===== src/rtl/be_pkg.sv =====
`timescale 1ns/1ps
package be_pkg;
  typedef enum logic [1:0] {
    ST_IDLE = 2'd0,
    ST_WR   = 2'd1,
    ST_RD   = 2'd2,
    ST_TAIL = 2'd3
  } be_state_e;
endpackage


===== src/rtl/be_beat_ctr.sv =====
`timescale 1ns/1ps
// Counts the beats of one burst; wraps to zero after the final beat.
module be_beat_ctr #(
  parameter int BURST = 32,
  localparam int BW = $clog2(BURST)
) (
  input  logic clk,
  input  logic rst_n,
  input  logic en,
  output logic last
);
  logic [BW-1:0] cnt_q, cnt_d;

  assign last = (cnt_q == BW'(BURST - 1));

  always_comb begin
    cnt_d = cnt_q;
    if (en) begin
      cnt_d = last ? '0 : cnt_q + BW'(1);
    end
  end

  always_ff @(posedge clk or negedge rst_n) begin
    if (!rst_n) cnt_q <= '0;
    else        cnt_q <= cnt_d;
  end
endmodule


===== src/rtl/be_addr_ctr.sv =====
`timescale 1ns/1ps
// Burst address register; advances by one per completed burst.
module be_addr_ctr #(
  parameter int ADDR_W = 20
) (
  input  logic              clk,
  input  logic              rst_n,
  input  logic              inc,
  output logic [ADDR_W-1:0] addr
);
  logic [ADDR_W-1:0] addr_d;

  always_comb begin
    addr_d = addr;
    if (inc) addr_d = addr + ADDR_W'(1);
  end

  always_ff @(posedge clk or negedge rst_n) begin
    if (!rst_n) addr <= '0;
    else        addr <= addr_d;
  end
endmodule


===== src/rtl/be_master_fsm.sv =====
`timescale 1ns/1ps
module be_master_fsm
  import be_pkg::*;
(
  input  logic      clk,
  input  logic      rst_n,
  input  logic      start_wr,
  input  logic      start_rd,
  input  logic      wr_ok,
  input  logic      rd_ok,
  input  logic      last,
  output be_state_e state,
  output logic      done_q,
  output logic      err_q,
  output logic      inc
);
  be_state_e nxt;
  logic      done_d, err_d;

  always_comb begin
    nxt    = state;
    done_d = 1'b0;
    err_d  = 1'b0;
    inc    = 1'b0;
    case (state)
      ST_IDLE: begin
        if (start_wr && start_rd)  err_d = 1'b1;
        else if (start_wr && wr_ok) nxt = ST_WR;
        else if (start_rd && rd_ok) nxt = ST_RD;
      end
      ST_WR: begin
        if (last) begin
          nxt    = ST_IDLE;
          done_d = 1'b1;
          inc    = 1'b1;
        end
      end
      ST_RD: begin
        if (last) nxt = ST_TAIL;
      end
      ST_TAIL: begin
        nxt    = ST_IDLE;
        done_d = 1'b1;
        inc    = 1'b1;
      end
      default: nxt = ST_IDLE;
    endcase
  end

  always_ff @(posedge clk or negedge rst_n) begin
    if (!rst_n) begin
      state  <= ST_IDLE;
      done_q <= 1'b0;
      err_q  <= 1'b0;
    end else begin
      state  <= nxt;
      done_q <= done_d;
      err_q  <= err_d;
    end
  end

  // a burst leaves its data state only on the final counted beat
  assert_burst_end_on_last_R3: assert property (@(posedge clk) disable iff (!rst_n)
    ($past(state) == ST_WR && state != ST_WR) |-> $past(last));
  assert_read_end_on_last_R4: assert property (@(posedge clk) disable iff (!rst_n)
    ($past(state) == ST_RD && state != ST_RD) |-> $past(last));
endmodule


===== src/rtl/be_burst_master.sv =====
`timescale 1ns/1ps
module be_burst_master
  import be_pkg::*;
#(
  parameter int ADDR_W     = 20,
  parameter int DATA_W     = 16,
  parameter int BURST      = 32,
  parameter int FIFO_DEPTH = 32,
  localparam int LVL_W     = $clog2(FIFO_DEPTH + 1)
) (
  input  logic              clk,
  input  logic              rst_n,
  input  logic              start_wr,
  input  logic              start_rd,
  input  logic [LVL_W-1:0]  src_level,
  input  logic [LVL_W-1:0]  snk_free,
  input  logic [DATA_W-1:0] src_data,
  output logic              src_pop,
  output logic              snk_push,
  output logic [DATA_W-1:0] snk_data,
  output logic [ADDR_W-1:0] be_addr,
  output logic              be_rd_n,
  output logic              be_wr_n,
  output logic [DATA_W-1:0] be_wdata,
  input  logic [DATA_W-1:0] be_rdata,
  output logic              busy,
  output logic              done,
  output logic              req_err
);
  be_state_e state;
  logic      last, inc, wr_ok, rd_ok, beat_en, rd_dly_q;

  assign wr_ok   = (src_level >= LVL_W'(BURST));
  assign rd_ok   = (snk_free  >= LVL_W'(BURST));
  assign beat_en = (state == ST_WR) || (state == ST_RD);

  be_master_fsm u_fsm (
    .clk(clk), .rst_n(rst_n), .start_wr(start_wr), .start_rd(start_rd),
    .wr_ok(wr_ok), .rd_ok(rd_ok), .last(last), .state(state),
    .done_q(done), .err_q(req_err), .inc(inc)
  );

  be_beat_ctr #(.BURST(BURST)) u_beat (
    .clk(clk), .rst_n(rst_n), .en(beat_en), .last(last)
  );

  be_addr_ctr #(.ADDR_W(ADDR_W)) u_addr (
    .clk(clk), .rst_n(rst_n), .inc(inc), .addr(be_addr)
  );

  // read data returns one cycle after each strobe beat
  always_ff @(posedge clk or negedge rst_n) begin
    if (!rst_n) rd_dly_q <= 1'b0;
    else        rd_dly_q <= (state == ST_RD);
  end

  assign be_wr_n  = (state != ST_WR);
  assign be_rd_n  = (state != ST_RD);
  assign src_pop  = (state == ST_WR);
  assign be_wdata = (state == ST_WR) ? src_data : '0;
  assign snk_push = rd_dly_q;
  assign snk_data = be_rdata;
  assign busy     = (state != ST_IDLE);

  assert_wr_gate_R2: assert property (@(posedge clk) disable iff (!rst_n)
    $fell(be_wr_n) |-> ($past(src_level) >= LVL_W'(BURST)));
  assert_rd_gate_R2: assert property (@(posedge clk) disable iff (!rst_n)
    $fell(be_rd_n) |-> ($past(snk_free) >= LVL_W'(BURST)));
  assert_push_after_strobe_R4: assert property (@(posedge clk) disable iff (!rst_n)
    snk_push |-> $past(!be_rd_n));
  assert_strobes_exclusive_R5: assert property (@(posedge clk) disable iff (!rst_n)
    $fell(be_rd_n) |-> $past(be_wr_n));
  assert_err_no_burst_R6: assert property (@(posedge clk) disable iff (!rst_n)
    req_err |-> (be_rd_n && be_wr_n));
  assert_done_idle_R7: assert property (@(posedge clk) disable iff (!rst_n)
    done |-> (be_rd_n && be_wr_n && !snk_push));
  assert_addr_step_R8: assert property (@(posedge clk) disable iff (!rst_n)
    done |-> (be_addr == $past(be_addr) + ADDR_W'(1)));
  assert_addr_hold_R9: assert property (@(posedge clk) disable iff (!rst_n)
    !done |-> $stable(be_addr));
endmodule


===== config.mk =====
export PLATFORM = sky130hd
export DESIGN_NAME = be_burst_master
export DESIGN_NICKNAME = d
export VERILOG_FILES = /design/src/rtl/be_pkg.sv /design/src/rtl/be_beat_ctr.sv /design/src/rtl/be_addr_ctr.sv /design/src/rtl/be_master_fsm.sv /design/src/rtl/be_burst_master.sv
export SDC_FILE = /design/constraint.sdc
export NUM_CORES = 1
export LEC_CHECK = 0
export BUFFER_PORTS_ARGS = -buffer_cell sky130_fd_sc_hd__buf_2
export CELL_PAD_IN_SITES_DETAIL_PLACEMENT = 0
export CELL_PAD_IN_SITES_GLOBAL_PLACEMENT = 1
export CORE_UTILIZATION = 27
export CTS_CLUSTER_SIZE = 14
export DETAILED_ROUTE_END_ITERATION = 12
export GPL_ROUTABILITY_DRIVEN = 0
export PLACE_DENSITY = 0.87
export SYNTH_ARGS = -nofsm -noshare
export SYNTH_HDL_FRONTEND = slang
export SYNTH_SLANG_ARGS = --single-unit

===== constraint.sdc =====
create_clock -name clk -period 1.95 [get_ports clk]
set_input_delay 0.2925 -clock clk [delete_from_list [all_inputs] [get_ports clk]]
set_output_delay 0.2925 -clock clk [all_outputs]
set_load 0.02 [all_outputs]

Yosys cells after proc, flatten, opt, wreduce, memory -nomap -nowiden. Cells that the tools add are included.

Bits in registers: 30. Bits of input ports: 48. Output and inout port bits: 59. Logic and storage cells: 39.

Add/subtract/negate cells: 2. Order comparisons: 2. Equality and inequality tests: 10. Muxes and demuxes: 12. Reduce and logical (&&, ||, !) cells: 7.

Operator list (count): 20-bit by 1-bit adder with 20-bit output, second input constant (1); 16-bit 2-to-1 mux (1); 6-bit greater-or-equal comparator, second input constant (2); 2-bit 2-to-1 mux (5); 2-bit one-hot mux with 4 select lines (1); 2-bit by 1-bit inequality test with 1-bit output, second input constant (3); 5-bit by 1-bit adder with 5-bit output, second input constant (1); 5-bit equality test, second input constant (1); 5-bit 2-to-1 mux (1); 2-bit equality test, second input constant (2); 2-bit inequality test, second input constant (2); 4-bit AND reduction (1); 1-bit logical AND (3); 1-bit 2-to-1 mux (3); 3-bit by 1-bit inequality test with 1-bit output, second input constant (1); 2-bit by 1-bit equality test with 1-bit output, second input constant (1); 2-bit logical NOT (1); 1-bit one-hot mux with 2 select lines (1); 2-bit nonzero test (1); 1-bit logical OR (1).

Longest topological paths before layout. Gate-level depths: netlist of the first run.

Word-level depth: 6. Depth in mapped cells: 7. Gate-level depth less buffers: 7.

By module. Synthesis of the first run repeated with hierarchy kept, for this count alone.

Cells, all modules: 148. Area, all modules: 1640.3 um^2.

Modules (own cells, without submodules): be_addr_ctr (instances 1, cells each 71, area each 893.4 um^2); be_burst_master (instances 1, cells each 44, area each 335.3 um^2); be_beat_ctr (instances 1, cells each 20, area each 247.7 um^2); be_master_fsm (instances 1, cells each 13, area each 163.9 um^2).

Worst setup path after synthesis of the first run. No wires, ideal clock.

Path kind: reg2reg. Start point: reg u_fsm.state[1]. End point: reg u_addr.addr[14]. Setup time: 0.080 ns. Arrival: 1.839 ns. Path slack: 0.031 ns. Stages on the path, launching flop included: 8. Path buffers: 1. Period minus slack after synthesis: 1.919 ns. Cell sequence: dfrtp_1 inv_1 ha_1 buf_2 a21oi_2 or4b_4 nor2_2 xnor2_1.

Cells in the longest elaborated chain, start to end: 2.

RTL lines: start: declaration (line be_master_fsm.sv:12) `output be_state_e state,`; start signal: assignment (line be_master_fsm.sv:56) `state <= nxt;`; 2-bit by 1-bit equality test with 1-bit output; named net src_pop (line be_burst_master.sv:18) `output logic src_pop,`; 1-bit one-hot mux with 2 select lines (line be_master_fsm.sv:25) `case (state)`; end signal: assignment (line be_addr_ctr.sv:20) `else addr <= addr_d;`; end: declaration (line be_addr_ctr.sv:9) `output logic [ADDR_W-1:0] addr`.

The timed path passes the listed nets, and every way through them passes these cells. A chain may end at the register's enable or synchronous reset.

Worst setup path after layout of the first run.
Start point: reg u_fsm.state[1]. End point: out be_wdata[14].

Cells in the longest elaborated chain, start to end: 2.

RTL lines: 2-bit by 1-bit equality test with 1-bit output (line be_burst_master.sv:60) `assign be_wdata = (state == ST_WR) ? src_data : '0;`; 16-bit 2-to-1 mux (line be_burst_master.sv:60); end: declaration (line be_burst_master.sv:24) `output logic [DATA_W-1:0] be_wdata,`.

No other way between the ends.

==> impl_metrics.json, run 1 <==
{
  "status": "finished, final reports clean",
  "cts_made_buffers": 5,
  "grt_antenna_before_repair": 0,
  "cts.clk_slew.worst_paths_ns": 0.06,
  "clkPwrFrac": 0.240,
  "grt_use_total": 0.112,
  "wirelength_um": 3380,
  "hold_violations": 0,
  "critPathKind": "flop to output pin",
  "h-tree-depth": 2,
  "yosysSeqAreaShare": 0.454,
  "crit_path_cell_trace": "inv_1 -> ha_1 -> buf_4 -> and2_1 -> buf_2",
  "drv_cap": 0,
  "seqPwrFrac": 0.339,
  "r2r_end": "u_addr.addr[14]",
  "ys_ff_latch": 30,
  "synth_area_per_cell_um2": 10.3,
  "p_int_uw": 1590,
  "cellPowerDensity_nw_per_um2": 1190,
  "port_buffers": 64,
  "p_leak_uw": 0.00113,
  "clock_latency_ns": 0.28,
  "maxSlewViolCount": 0,
  "die_w_um": 80.3,
  "cts_sinks": 30,
  "synthesis.instances": 160,
  "async_flop_share": 1.00,
  "fmax_ghz": 0.537,
  "setup_viol": 0,
  "root_buffer": "clkbuf_8",
  "pin_count": 107,
  "viasPerCell": 4.43,
  "tightest_slew_ns": 0.683,
  "clk_path_buf_depth": 2,
  "swShare": 0.376,
  "power_uw": 2550,
  "comb_power_share": 0.421,
  "initial_core_util": 0.279,
  "synth_edf_count": 0,
  "synth_top_area_frac": 0.454,
  "postCtsSetupRepairBufs": 0,
  "synth-warning-count": 0,
  "rows": 28,
  "ys_top_cells_by_area": "dfrtp_1 (45%), xnor2_1 (8.5%), buf_4 (7.3%)",
  "cp_num_buf_inv": 3,
  "die_h_um": 80.3,
  "skew_ns": 0.00539,
  "path_delay_family": "buffers and inverters",
  "synth_ff_type": "dfrtp_1",
  "cp-end-kind": "output pin",
  "cp_slowest_cell": "dfrtp_1",
  "grt_max_degree": 31,
  "grt_pass1_vias": 1203,
  "core_um2": 5920,
  "syn_nets": 216,
  "min_path_type": "primary input to asynchronous set/reset pin",
  "drtIter0Drc": 36,
  "diodes": 0,
  "area_growth_syn_to_layout_pct": 29.7,
  "final_net_count": 276,
  "endpoint": "be_wdata[14]",
  "final_area_um2": 2140,
  "wire_per_inst_um": 11.4,
  "cp-startpoint": "u_fsm.state[1]",
  "worstRegToRegCells": 7,
  "slowest_delay_ns": 0.40,
  "drtPass1Iterations": 4,
  "final_util": 0.362,
  "drc_errors": 0,
  "synth_cell_type_count": 30,
  "worstPathMaxFanout": 19,
  "crit-reg2reg-launch": "u_beat.cnt_q[1]",
  "period_needed_ns": 1.86,
  "timing.max_slew.rel_slack": 0.545,
  "path_depth": 5,
  "drive_gt1_frac": 0.407,
  "rsz0062_at_grt": "no",
  "grt_first_pass_wirelength_um": 5440,
  "final_cell_count_no_fill": 296,
  "syn-cell-area_um2": 1650,
  "dp_hpwl_um": 2530,
  "synth_area_leader_cell": "dfrtp_1",
  "cp.arrival_ns": 1.57,
  "postPlaceCellArea_um2": 1990,
  "r2r_setup_slack_ns": 0.13,
  "placed_cells": 288,
  "grt.overflow.total": 0,
  "vias": 1312,
  "ant_nets": 0,
  "ir_drop_uv": 671,
  "fp.dieArea_um2": 6440,
  "start_kind": "flop",
  "post-route-period-util": 0.955,
  "p_switching_uw": 960,
  "postCtsHoldBufs": 0,
  "crit_required_ns": 1.66,
  "cts_tree": "built"
}
-- stage by stage --
step | setup TNS [ns] | setup WS, ns | hold slack, ns
2_1_floorplan | 0 | 0.0311 | -0.00309
3_3_place_gp | -0.0981 | -0.0509 | 0.370
3_5_place_dp | -0.130 | -0.0583 | 0.384
4_1_cts | 0 | 0.0250 | 0.0721
5_1_grt | 0 | 0.00964 | 0.106
6_report | 0 | 0.0871 | 0.0481
-- routing by layer --
metal | routed length [µm] | part of all wire | track usage
met5 | 0 | 0 | 0
met2 | 1600 | 0.47 | 0.188
met3 | 331 | 0.098 | 0.0375
met1 | 1410 | 0.42 | 0.127
met4 | 37 | 0.011 | 0.0500
-- cell usage in the layout, fill, tap and decap left out, types with 2 or more instances in the layout --
master	Yosys	final
mux2_2	2	2
and2_1	16	16
mux2i_1	2	2
buf_2	1	64
xor2_1	3	3
nor2_1	7	6
clkbuf_1	1	2
buf_4	16	7
nand2_1	13	13
ha_1	8	6
clkbuf_8	0	5
nand3_1	7	7
nand2b_1	2	2
inv_1	9	9
o21ai_0	5	5
xnor2_1	16	16
nand4_1	7	7
dfrtp_1	30	30
o22ai_1	2	2
-- layout make-up --
| type | count | area, µm² |
|---|---|---|
| clock buffers | 7 | 76.3 |
| fillers | 619 | 3780 |
| flip-flops and latches | 30 | 751 |
| inverters | 9 | 33.8 |
| repair buffers | 71 | 373 |
| clock inverters | 1 | 30.0 |
| multi-input cells | 103 | 787 |
| well taps | 75 | 93.8 |
-- flip-flops by register name, indices dropped and copies added, names as in the netlist --
name and cells:
u_fsm.state 2, u_beat.cnt_q 5, snk_push 1, u_fsm.err_q 1, u_fsm.done_q 1, u_addr.addr 20
-- worst reg2reg max path, stage by stage (launching register included) --
cell and delay (ns):
dfrtp_1 0.36, ha_2 0.19, and3_4 0.20, ha_4 0.14, a21oi_4 0.08, or4b_4 0.56
nor2_4 0.10, xnor2_1 0.12
-- worst min-delay path by stage --
stage	depth (start not counted)	startpoint	slack [ns]	to
detailed placement	1	rst_n	0.38	u_addr.addr[19]
floorplan	0	rst_n	-0.003	snk_push
finish	1	rst_n	0.05	u_addr.addr[18]
global route	1	rst_n	0.11	u_addr.addr[18]
global placement	1	rst_n	0.37	u_addr.addr[19]
CTS	1	rst_n	0.07	u_beat.cnt_q[4]
-- cells in the mapped netlist (3+ instances only) --
master / count
and2_1: 16
ha_1: 8
xor2_1: 3
nor2_1: 7
xnor2_1: 16
inv_1: 9
nand4_1: 7
nand2_1: 13
dfrtp_1: 30
nand3_1: 7
o21ai_0: 5
buf_4: 16
-- power groups by stage --
stage	Clock (µW)	Sequential (µW)	Combinational, µW
2_1_floorplan	0	928	684
3_3_place_gp	0	862	1040
3_5_place_dp	0	868	1060
4_1_cts	635	857	1070
5_1_grt	667	886	1210
6_report	612	867	1070
-- logic make-up (layout without fill, tap and decap cells) --
logic type	after synthesis	after routing	synth area share
AND/OR/NAND/NOR	62	62	0.225
flip-flops	30	30	0.454
buffers and inverters	27	88	0.0983
XOR/XNOR	19	19	0.101
AO/OA/AOI/OAI	10	10	0.0363
adder cells (fa/ha/maj)	8	8	0.0605
multiplexers	4	4	0.0257
-- timing repair --
item / in CTS / in global routing
endpoints found under the setup margin: 3 / 18
cloned: 0 / 0
pin swaps: 0 / 2
gates resized for setup: 1 / 8
(Power assumes the default switching activity.)
==> inputs of run 2 (changes only) <==
--- a/config.mk
+++ b/config.mk
@@ -12,6 +12,7 @@
 export CTS_CLUSTER_SIZE = 14
 export DETAILED_ROUTE_END_ITERATION = 12
 export GPL_ROUTABILITY_DRIVEN = 0
+export MAX_ROUTING_LAYER = met4
 export PLACE_DENSITY = 0.87
 export SYNTH_ARGS = -nofsm -noshare
 export SYNTH_HDL_FRONTEND = slang
==> run 2 against run 1 <==
Compared with the run above:
- first-iteration DRC count is the same
- hold slack worse by 0.00052 ns
- clock-buffer cell count is the same
- core utilization unchanged
- clock skew about the same
- wire length rose by 0.18%
- register-to-register slack barely moved
- sequential power barely moved
- die area unchanged
- clock power hardly changed
- critical path depth unchanged
- highest routed layer unchanged
==> impl_metrics.json, run 2 (synthesized netlist as in run 1, its figures left out) <==
{
  "status": "finished, final reports clean",
  "drive_gt1_frac": 0.407,
  "wirelength_um": 3390,
  "grt_use_total": 0.115,
  "p_switching_uw": 961,
  "rsz0062_at_grt": "no",
  "regMostFlops": "u_addr.addr",
  "cp-end-kind": "output pin",
  "drtPass1Iterations": 5,
  "setup_viol": 0,
  "viasPerCell": 4.44,
  "crit_required_ns": 1.66,
  "fp.dieArea_um2": 6440,
  "root_buffer": "clkbuf_8",
  "layout_commonest_cell": "buf_2",
  "vias": 1314,
  "clock_latency_ns": 0.28,
  "drc_errors": 0,
  "wire_per_inst_um": 11.4,
  "cp.arrival_ns": 1.57,
  "postCtsHoldBufs": 0,
  "reg_top3": "u_addr.addr: 20 flops, u_beat.cnt_q: 5 flops, u_fsm.state: 2 flops",
  "crit_path_cell_trace": "inv_1 -> ha_1 -> buf_4 -> and2_1 -> buf_2",
  "min_path_type": "primary input to asynchronous set/reset pin",
  "area_growth_syn_to_layout_pct": 29.7,
  "skew_ns": 0.00528,
  "pre_cts_ws_ns": -0.0583,
  "grt_max_degree": 31,
  "clk_path_buf_depth": 2,
  "slowest_delay_ns": 0.40,
  "p_int_uw": 1590,
  "cellPowerDensity_nw_per_um2": 1190,
  "pin_count": 107,
  "postPlaceCellArea_um2": 1990,
  "port_buffers": 64,
  "use_met2": 0.188,
  "cts_made_buffers": 5,
  "start_kind": "flop",
  "cp_slowest_cell": "dfrtp_1",
  "period_needed_ns": 1.86,
  "use_met3": 0.0375,
  "ir_drop_uv": 672,
  "comb_power_share": 0.421,
  "cts_tree": "built",
  "swShare": 0.376,
  "diodes": 0,
  "initial_core_util": 0.279,
  "cp_num_buf_inv": 3,
  "largest_reg_flops": 20,
  "final_util": 0.362,
  "post-route-period-util": 0.955,
  "final_area_um2": 2140,
  "drv_cap": 0,
  "fmax_ghz": 0.537,
  "grt_antenna_before_repair": 0,
  "worstPathMaxFanout": 19,
  "grt_busiest_layer": "met2",
  "grt_first_pass_wirelength_um": 5440,
  "p_leak_uw": 0.00113,
  "dp_hpwl_um": 2530,
  "fillers": 619,
  "path_delay_family": "buffers and inverters",
  "clkPwrFrac": 0.240,
  "drtIter0Drc": 36,
  "core_um2": 5920,
  "ant_nets": 0,
  "final_net_count": 276,
  "maxSlewViolCount": 0,
  "tightest_slew_ns": 0.682,
  "rows": 28,
  "grt.overflow.total": 0,
  "cts.clk_slew.worst_paths_ns": 0.06,
  "critPathKind": "flop to output pin",
  "layout_common_cells": "buf_2 (64), dfrtp_1 (30), and2_1 (16), xnor2_1 (16), nand2_1 (13)",
  "seqPwrFrac": 0.339,
  "grt_pass1_vias": 1208,
  "timing.max_slew.rel_slack": 0.545,
  "hold_violations": 0,
  "cts_sinks": 30,
  "fin_ws_ns": 0.0870,
  "use_met1": 0.127,
  "h-tree-depth": 2,
  "die_h_um": 80.3,
  "holdWs_ns": 0.0476,
  "die_w_um": 80.3
}
run 2: cell counts in the layout (fill, tap and decap cells not counted):
Identical to the previous run, type by type.
run 2: final cells by class:
type	count	area [µm²]	share of cell area
Clock buffer	7	76.3	0.0356
Clock inverter	1	30.0	0.0140
Multi-Input combinational cell	103	787	0.367
Timing Repair Buffer	71	373	0.174
Tap cell	75	93.8	0.0438
Inverter	9	33.8	0.0158
Sequential cell	30	751	0.350
run 2: what timing repair did:
| action | in CTS | in global routing |
|---|---|---|
| pin swaps | 0 | 2 |
| resized for setup | 1 | 8 |
| setup buffers | 0 | 0 |
| setup endpoints to repair | 3 | 18 |
run 2: worst register-to-register path: stages (launching register included):
cell	delay [ns]
dfrtp_1	0.36
ha_2	0.19
and3_4	0.20
ha_4	0.14
a21oi_4	0.08
or4b_4	0.56
nor2_4	0.10
xnor2_1	0.12
run 2: per-layer routing:
| layer | part of all wire | vias to the layer above |
|---|---|---|
| li1 | - | 637 |
| met1 | 0.41 | 604 |
| met2 | 0.48 | 63 |
| met3 | 0.098 | 10 |
| met4 | 0.012 | 0 |
| met5 | 0 | - |
run 2: worst paths after layout:
check | start | endpoint | slack [ns] | cells past startpoint
min in group clk | start_wr | u_fsm.err_q | 0.29 | 2
max in group asynchronous | rst_n | u_beat.cnt_q[0] | 1.46 | 1
setup reg to reg | u_beat.cnt_q[1] | u_addr.addr[14] | 0.13 | 7
setup / recovery | u_fsm.state[1] | be_wdata[14] | 0.09 | 5
hold / removal | rst_n | u_addr.addr[18] | 0.05 | 1
hold reg to reg | u_addr.addr[19] | u_addr.addr[19] | 0.47 | 1
run 2: power groups by stage:
| stage | registers [µW] | logic (µW) | clock network (µW) |
|---|---|---|---|
| CTS | 857 | 1070 | 635 |
| finish | 867 | 1070 | 613 |
| global placement | 862 | 1040 | 0 |
| detailed placement | 868 | 1060 | 0 |
| global route | 886 | 1210 | 667 |
| floorplan | 928 | 684 | 0 |
run 2: through the flow:
step | std cells | power [µW] | setup TNS, ns
2_1_floorplan | 160 | 1610 | 0
3_3_place_gp | 288 | 1900 | -0.0981
3_5_place_dp | 288 | 1930 | -0.130
4_1_cts | 296 | 2560 | 0
5_1_grt | 296 | 2760 | 0
6_report | 296 | 2550 | 0
